--- src/rtl/irq_pkg.sv ---
package irq_pkg;
  localparam int NSRC     = 5;
  localparam int NPAIR    = 2;
  localparam int IDX_W    = 3;
  localparam int VEC_W    = 16;
  localparam logic [VEC_W-1:0] VEC_BASE = 16'h0003;
  localparam int VEC_STEP = 8;
  localparam int SER_IDX  = 4;

  function automatic logic [VEC_W-1:0] vec_of(input logic [IDX_W-1:0] idx);
    return VEC_BASE + VEC_W'(idx) * VEC_W'(VEC_STEP);
  endfunction
endpackage

--- src/rtl/irq_pin_sync.sv ---
module irq_pin_sync #(
  parameter int STAGES = 2
) (
  input  logic clk,
  input  logic rst_n,
  input  logic pin_n,
  output logic is_low,
  output logic fell
);
  logic [STAGES-1:0] sync_q;
  logic              prev_q;

  always_ff @(posedge clk or negedge rst_n) begin
    if (!rst_n) begin
      sync_q <= '1;
      prev_q <= 1'b1;
    end else begin
      sync_q <= {sync_q[STAGES-2:0], pin_n};
      prev_q <= sync_q[STAGES-1];
    end
  end

  assign is_low = ~sync_q[STAGES-1];
  assign fell   = prev_q & ~sync_q[STAGES-1];
endmodule

--- src/rtl/irq_flag_bank.sv ---
module irq_flag_bank
  import irq_pkg::*;
(
  input  logic             clk,
  input  logic             rst_n,
  input  logic [NPAIR-1:0] edge_mode,
  input  logic [NPAIR-1:0] ext_fell,
  input  logic [NPAIR-1:0] ext_low,
  input  logic [NPAIR-1:0] tmr_set,
  input  logic             ser_in,
  input  logic [NSRC-2:0]  sw_clr,
  input  logic [NSRC-1:0]  hw_clr,
  output logic [NSRC-1:0]  flags
);
  for (genvar j = 0; j < NPAIR; j++) begin : g_pair
    localparam int EI = 2*j;
    localparam int TI = 2*j + 1;
    logic ext_q, tmr_q;

    always_ff @(posedge clk or negedge rst_n) begin
      if (!rst_n) begin
        ext_q <= 1'b0;
      end else if (!edge_mode[j]) begin
        ext_q <= ext_low[j];
      end else if (ext_fell[j]) begin
        ext_q <= 1'b1;
      end else if (sw_clr[EI] || hw_clr[EI]) begin
        ext_q <= 1'b0;
      end
    end

    always_ff @(posedge clk or negedge rst_n) begin
      if (!rst_n) begin
        tmr_q <= 1'b0;
      end else if (tmr_set[j]) begin
        tmr_q <= 1'b1;
      end else if (sw_clr[TI] || hw_clr[TI]) begin
        tmr_q <= 1'b0;
      end
    end

    assign flags[EI] = ext_q;
    assign flags[TI] = tmr_q;


    tmr_hwclr_chk: assert property (@(posedge clk) disable iff (!rst_n)
      (hw_clr[TI] && !tmr_set[j]) |=> !flags[TI]);


    lvl_keep_chk: assert property (@(posedge clk) disable iff (!rst_n)
      (!edge_mode[j] && ext_low[j] && hw_clr[EI]) |=> flags[EI]);
  end

  assign flags[SER_IDX] = ser_in;
endmodule

--- src/rtl/irq_prio_pick.sv ---
module irq_prio_pick
  import irq_pkg::*;
(
  input  logic [NSRC-1:0]  req,
  input  logic [NSRC-1:0]  hi_sel,
  input  logic [1:0]       busy,
  output logic             any,
  output logic             pick_hi,
  output logic [NSRC-1:0]  grant,
  output logic [IDX_W-1:0] idx
);
  logic [NSRC-1:0] hi_req, lo_req, hi_oh, lo_oh;
  logic            hi_ok, lo_ok;

  assign hi_req = req & hi_sel;
  assign lo_req = req & ~hi_sel;
  assign hi_oh  = hi_req & (~hi_req + 1'b1);
  assign lo_oh  = lo_req & (~lo_req + 1'b1);
  assign hi_ok  = (|hi_req) && !busy[1];
  assign lo_ok  = (|lo_req) && (busy == 2'b00);

  assign pick_hi = hi_ok;
  assign any     = hi_ok || lo_ok;
  assign grant   = hi_ok ? hi_oh : (lo_ok ? lo_oh : '0);

  always_comb begin
    idx = '0;
    for (int i = NSRC-1; i >= 0; i--) begin
      if (grant[i]) idx = IDX_W'(i);
    end
  end
endmodule

--- src/rtl/irq_vec_ctrl.sv ---
module irq_vec_ctrl
  import irq_pkg::*;
#(
  parameter int SYNC_STAGES = 2
) (
  input  logic             clk,
  input  logic             rst_n,
  input  logic [1:0]       ext_pin_n,
  input  logic [1:0]       ext_edge_mode,
  input  logic [1:0]       tmr_ovf,
  input  logic             ser_flag,
  input  logic [3:0]       flag_clr,
  input  logic             ie_wr,
  input  logic [5:0]       ie_wdata,
  input  logic             ip_wr,
  input  logic [4:0]       ip_wdata,
  input  logic             irq_ready,
  input  logic             ret_pulse,
  output logic             irq_valid,
  output logic [15:0]      irq_vector,
  output logic [4:0]       pend_flags,
  output logic [1:0]       in_svc
);
  logic [NPAIR-1:0] ext_low, ext_fell;
  logic [NSRC-1:0]  flags, req, grant, hw_clr;
  logic [NSRC:0]    ie_q;
  logic [NSRC-1:0]  ip_q;
  logic [1:0]       isr_q, isr_after_ret;
  logic             any, pick_hi, ack;
  logic [IDX_W-1:0] idx;

  for (genvar j = 0; j < NPAIR; j++) begin : g_pin
    irq_pin_sync #(.STAGES(SYNC_STAGES)) sync_i (
      .clk(clk), .rst_n(rst_n), .pin_n(ext_pin_n[j]),
      .is_low(ext_low[j]), .fell(ext_fell[j])
    );
  end

  always_ff @(posedge clk or negedge rst_n) begin
    if (!rst_n) begin
      ie_q <= '0;
      ip_q <= '0;
    end else begin
      if (ie_wr) ie_q <= ie_wdata;
      if (ip_wr) ip_q <= ip_wdata;
    end
  end

  assign ack    = irq_valid && irq_ready;
  assign hw_clr = ack ? grant : '0;

  irq_flag_bank bank_i (
    .clk(clk), .rst_n(rst_n), .edge_mode(ext_edge_mode),
    .ext_fell(ext_fell), .ext_low(ext_low), .tmr_set(tmr_ovf),
    .ser_in(ser_flag), .sw_clr(flag_clr), .hw_clr(hw_clr), .flags(flags)
  );

  assign req = ie_q[NSRC] ? (flags & ie_q[NSRC-1:0]) : '0;

  irq_prio_pick pick_i (
    .req(req), .hi_sel(ip_q), .busy(isr_q),
    .any(any), .pick_hi(pick_hi), .grant(grant), .idx(idx)
  );

  always_comb begin
    isr_after_ret = isr_q;
    if (ret_pulse) begin
      if (isr_q[1]) isr_after_ret[1] = 1'b0;
      else          isr_after_ret[0] = 1'b0;
    end
  end

  always_ff @(posedge clk or negedge rst_n) begin
    if (!rst_n) begin
      isr_q <= 2'b00;
    end else begin
      isr_q <= isr_after_ret;
      if (ack) isr_q[pick_hi] <= 1'b1;
    end
  end

  assign irq_valid  = any;
  assign irq_vector = vec_of(idx);
  assign pend_flags = flags;
  assign in_svc     = isr_q;


  hi_block_chk: assert property (@(posedge clk) disable iff (!rst_n)
    isr_q[1] |-> !irq_valid);


  lo_block_chk: assert property (@(posedge clk) disable iff (!rst_n)
    (isr_q[0] && irq_valid) |-> (|(grant & ip_q)));


  ret_hi_chk: assert property (@(posedge clk) disable iff (!rst_n)
    (ret_pulse && isr_q == 2'b11) |=> (isr_q == 2'b01));


  ret_lo_chk: assert property (@(posedge clk) disable iff (!rst_n)
    (ret_pulse && isr_q == 2'b01 && !ack) |=> (isr_q == 2'b00));


  one_grant_chk: assert property (@(posedge clk) disable iff (!rst_n)
    irq_valid |-> ($onehot0(grant) && (grant & flags) == grant));


  gate_chk: assert property (@(posedge clk) disable iff (!rst_n)
    irq_valid |-> ie_q[NSRC]);
endmodule

--- config.mk ---
export PLATFORM = sky130hd
export DESIGN_NAME = irq_vec_ctrl
export DESIGN_NICKNAME = d
export VERILOG_FILES = /design/src/rtl/irq_pkg.sv /design/src/rtl/irq_pin_sync.sv /design/src/rtl/irq_flag_bank.sv /design/src/rtl/irq_prio_pick.sv /design/src/rtl/irq_vec_ctrl.sv
export SDC_FILE = /design/constraint.sdc
export NUM_CORES = 1
export LEC_CHECK = 0
export CORE_MARGIN = 4
export CORE_UTILIZATION = 45
export CTS_CLUSTER_SIZE = 25
export DETAILED_ROUTE_END_ITERATION = 10
export GPL_TIMING_DRIVEN = 1
export HOLD_SLACK_MARGIN = 0.05
export PLACE_DENSITY = 0.93
export SLEW_MARGIN = 5
export SYNTH_ARGS = -nofsm -noshare
export SYNTH_HDL_FRONTEND = slang
export SYNTH_HIERARCHICAL = 1
export SYNTH_SLANG_ARGS = --single-unit
--- constraint.sdc ---
create_clock -name clk -period 5.95 [get_ports clk]
set_clock_uncertainty 0.15 [all_clocks]
set_input_delay 1.785 -clock clk [delete_from_list [all_inputs] [get_ports clk]]
set_output_delay 1.785 -clock clk [all_outputs]
set_load 0.03 [all_outputs]
# [After elaboration in Yosys (flattened, before gate mapping)]
# Cells that the tools add are included.
[word_totals] memories=0 elab_cells=70 latch_bits=0 input_bits=28 output_inout_bits=24 romBits=0 ramBits=0 register_bits=23
[classes] n_addsub=3 n_div=0 mul=0 n_reduce_logical=15 n_lt_le_gt_ge=2 n_eq_ne=2 n_bitwise=13 muxes=24 shifts=0
[op_table] operator="$and 5x5->5" n=5
[op_table] operator="$mux 3" n=5
[op_table] operator="$mux 5" n=3
[op_table] operator="$not 5->5" n=3
[op_table] operator="$mux 1" n=12
[op_table] operator="$add 5x1->5 const B" n=2
[op_table] operator="$reduce_or 5->1" n=2
[op_table] operator="$add 2x6->7 const A" n=1
[op_table] operator="$ne 3x1->1 const B" n=2
[op_table] operator="$logic_or 1x1->1" n=5
[op_table] operator="$logic_and 1x1->1" n=4
[op_table] operator="$mux 2" n=2
[op_table] operator="$mux 4" n=1
[op_table] operator="$reduce_bool 2->1" n=2
[op_table] operator="$and 1x1->1" n=2
[op_table] operator="$logic_not 2->1" n=1
[op_table] operator="$lt 1x2->1 const B" n=1
[op_table] operator="$not 1->1" n=2
[op_table] operator="$or 2x2->2" n=1
[op_table] operator="$demux 1 s1" n=1
[op_table] operator="$ge 1x1->1 const B" n=1
[op_table] operator="$logic_not 1->1" n=1

# [Depth between registers and ports, before layout]
# Gate-level depths: netlist (run 1).
[logic_depth] ltp_word=14 ltp_mapped=9 ltp_nobuf=8

# [By module]
# The synthesis (run 1) kept the hierarchy.
[modules_own_cells] mod="irq_vec_ctrl" seq_area_each_um2=325.3 cells_per_inst=56 instances=1 area_each_um2=683.2
[modules_own_cells] mod="irq_prio_pick" seq_area_each_um2=0.0 cells_per_inst=44 instances=1 area_each_um2=276.5
[modules_own_cells] mod="irq_flag_bank" seq_area_each_um2=100.1 cells_per_inst=19 instances=1 area_each_um2=212.7
[modules_own_cells] mod="irq_pin_sync" seq_area_each_um2=78.8 cells_per_inst=5 instances=2 area_each_um2=88.8

# [Worst setup path before layout (run 1)]
# No wires, ideal clock.
[synth_path] path_type="input-to-output" start="input port ser_flag" end="output port irq_vector[4]" path_buffers=1 cell_stages=6 arrival_time_ps=3125 path_slack_ps=890 t_required_ps=4015 cell_sequence="buf_4 -> and3_1 -> a21oi_1 -> and4_1 -> mux2i_1 -> o22ai_1"
[synth_between] elab_chain_len=12 word_cells_on_any_way=15 classes_between="add/sub (1); mux (7); bitwise (3); reduce/logical (4)"
[synth_rtl] item="start: declaration" line_no="irq_vec_ctrl.sv:11" text="input logic ser_flag,"
[synth_rtl] item="$and 5x5->5 *" line_no="irq_vec_ctrl.sv:58" text="assign req = ie_q[NSRC] ? (flags & ie_q[NSRC-1:0]) : '0;"
[synth_rtl] item="$mux 5 *" line_no="irq_vec_ctrl.sv:58"
[synth_rtl] item="via req[4]" line_no="irq_vec_ctrl.sv:25" text="logic [NSRC-1:0] flags, req, grant, hw_clr;"
[synth_rtl] item="$and 5x5->5" line_no="irq_prio_pick.sv:16" text="assign lo_req = req & ~hi_sel;"
[synth_rtl] item="$reduce_or 5->1" line_no="irq_prio_pick.sv:20" text="assign lo_ok = (|lo_req) && (busy == 2'b00);"
[synth_rtl] item="$logic_and 1x1->1" line_no="irq_prio_pick.sv:20"
[synth_rtl] item="$mux 5" line_no="irq_prio_pick.sv:24" text="assign grant = hi_ok ? hi_oh : (lo_ok ? lo_oh : '0);"
[synth_rtl] item="$mux 5 *" line_no="irq_prio_pick.sv:24"
[synth_rtl] item="$mux 3 (3 in series)" line_no="irq_prio_pick.sv:29" text="if (grant[i]) idx = IDX_W'(i);"
[synth_rtl] item="$mux 3 *" line_no="irq_prio_pick.sv:29"
[synth_rtl] item="$add 2x6->7 *" line_no="irq_pkg.sv:11" text="return VEC_BASE + VEC_W'(idx) * VEC_W'(VEC_STEP);"
[synth_rtl] item="end: declaration" line_no="irq_vec_ctrl.sv:20" text="output logic [15:0] irq_vector,"
# Mark *: on every way through the listed nets, which the timed path passes. The rest lies on a longest branch.

# [Worst setup path in the final report (run 1)]
# Same ends and word-level chain as after synthesis.

==> impl_metrics.toml, run 1 <==
[cells_and_area]
final_util_pct = 60.0
fillers = 221
synthToLayoutAreaGrowth_pct = 26.2
final_area_mm2 = 0.00168
layout-drive-gt1-share_pct = 14.8
num_antenna_cells = 0
multi_input_comb_area_um2 = 623
final-seq-area_um2 = 583
final_nets = 191

[hold_path]
min_from = "g_pin[1].sync_i/sync_q[0]$_DFF_PN1_"
hold_path_depth = 0
hold_end = "g_pin[1].sync_i/sync_q[1]$_DFF_PN1_"
hold_path_class = "flop to flop"

[global_routing]
grt_pass1_vias = 1020
grt_util_met2_pct = 24.1
met1_usage_pct = 19.9
grt_max_degree = 24
busiest_layer = "met2"
track_usage_pct = 14.9
antenna_found_initial = 0
grt_pass1_wl_mm = 4.77
grt_use_met3_pct = 4.68
gr-total-overflow = 0

[job]
drv_cap = 0

[status]
status = "finished clean"

[die]
start_util_pct = 47.5
dieArea_mm2 = 0.00390
num_rows = 19
chipHeight_um = 62.4
core_area_mm2 = 0.00281
dieWidth_um = 62.4
ios = 52

[sta]
finalSetupViolations = 0
relSlewSlack_pct = 31.7
period_share_pct = 97.9
grt_setup_unrepaired = "false"
worstMarginPinSlew_ps = 1020
tns_ps = 0
hold_viol = 0
drv_slew = 0
fin_crit_ps = 5830
max_freq_mhz = 172

[drt]
ant_nets = 0
wirelength_mm = 2.90
drt-initial-drc-count = 85
avgViaCountPerCell = 5.44
route.detailed.drc = 0
drtPass1Iterations = 4
wl_per_cell_um = 15.0
vias = 1050

[power_and_ir_drop]
ir_worst_vdd_mv = 0.131
p_per_area_mw_per_mm2 = 250
p_leak_uw = 0.000752

[yosys]
ys_warn_count = 6
syn_avg_cell_area_um2 = 10.5
synth_cells = 127
netlist_area_mm2 = 0.00133

[clock_tree]
cts_tree = "yes"
ctsResizeCount = 0
cts_sinks = 23
clock_latency_ps = 310
cts.clk_slew.worst_paths_ps = 130
cts_hold_buf = 0
cts_buffers = 3
cts_buffer_depth = 2
cts_root_buf = "clkbuf_4"
postCtsSetupBuffers = 0
ctsHtreeMaxLevel = 1

[placement]
place_area_mm2 = 0.00166
port-buffer-count = 38
gp_congestion = 0.821
place_hpwl_mm = 2.25

[worst_setup_path]
startpoint_type = "input pin"
critPathKind = "input pin to primary output"
ff2ff_setup_slack_ps = 3530
end_kind = "primary output"
worstReg2RegEnd = "bank_i/g_pair[1].tmr_q$_DFFE_PN0P_"
crit_required_ps = 4010
ff2ff_path_depth = 7
reg2reg_from = "ie_q[5]$_DFFE_PN0P_"
cp_max_fo = 5
cp.arrival_ps = 3890
-- flip-flops by register name (all words and copies together) (netlist names) --
register,flops
bank_i/g_pair.ext_q,2
bank_i/g_pair.tmr_q,2
g_pin.sync_i/prev_q,2
g_pin.sync_i/sync_q,4
ie_q,6
in_svc,2
ip_q,5
-- through the flow --
| stage | cells | total power (µW) | hold slack, ps | setup WS, ps |
|---|---|---|---|---|
| detailed placement | 189 | 348 | 199 | 164 |
| finish | 193 | 421 | 216 | 125 |
| global route | 193 | 443 | 229 | 7.71 |
| CTS | 193 | 424 | 218 | 135 |
| global placement | 189 | 342 | 197 | 210 |
| floorplan | 138 | 294 | 195 | 898 |
-- critical path: stages --
cell             delay (ps)
clkdlybuf4s50_1         430
and3_1                  240
a21oi_1                 210
and4_1                  250
mux2i_1                 110
o22ai_1                 170
clkdlybuf4s50_1         700
-- cell usage in the layout, fill, tap and decap left out, types with 3 or more instances in the layout --
cell / n
a21o_1: 3
a21oi_1: 5
and3_1: 9
clkbuf_4: 3
clkdlybuf4s50_1: 38
conb_1: 13
dfrtp_1: 17
dfstp_2: 6
inv_1: 6
mux2_2: 5
mux2_4: 6
mux2i_1: 4
nand2_1: 6
nand2b_1: 6
nand3_1: 3
nand4_1: 3
nor2_1: 4
nor2b_1: 3
o21ai_0: 3
o22ai_1: 4
-- metal layers --
metal  up-vias  share of wire [%]
met3         2                 12
met4         0               0.38
met5         -                  0
met1       480                 41
met2        78                 46
li1        490                  -
-- how the worst max path moves through the flow --
stage                          endpoint  slack (ps)  cells past startpoint      from
after global routing      irq_vector[4]           8                      7  ser_flag
after global placement    irq_vector[4]         210                      7  ser_flag
final                     irq_vector[4]         120                      7  ser_flag
after CTS                 irq_vector[4]         140                      7  ser_flag
after detailed placement  irq_vector[4]         160                      7  ser_flag
after floorplan           irq_vector[4]         900                      6  ser_flag
-- power by group --
group,switching [µW],internal [µW],total [µW]
sequential,18.0,173,191
combinational,84.1,72.3,156
clock,47.7,25.1,72.8
total,150,271,421
-- final cells by class --
class,instances,share of cell area [%]
inverters,6,1.34
repair buffers,39,23.0
multi-input cells,90,37.0
well taps,31,2.30
clock buffers,3,1.34
flip-flops and latches,23,34.6
clock inverters,1,0.297
(Power assumes the default switching activity.)
==> run 2: changes to the inputs <==
--- a/config.mk
+++ b/config.mk
@@ -5,6 +5,7 @@
 export SDC_FILE = /design/constraint.sdc
 export NUM_CORES = 1
 export LEC_CHECK = 0
+export ABC_CLOCK_PERIOD_IN_PS = 5950
 export CORE_MARGIN = 4
 export CORE_UTILIZATION = 45
 export CTS_CLUSTER_SIZE = 25
==> results of run 2 <==
The final DEF is identical to that of run 1; final timing and power are the same.
==> run 3: changes to the inputs <==
--- a/config.mk
+++ b/config.mk
@@ -18,3 +18,4 @@
 export SYNTH_HDL_FRONTEND = slang
 export SYNTH_HIERARCHICAL = 1
 export SYNTH_SLANG_ARGS = --single-unit
+export TNS_END_PERCENT = 30
==> results of run 3 <==
The final DEF is identical to that of run 1; final timing and power are the same.
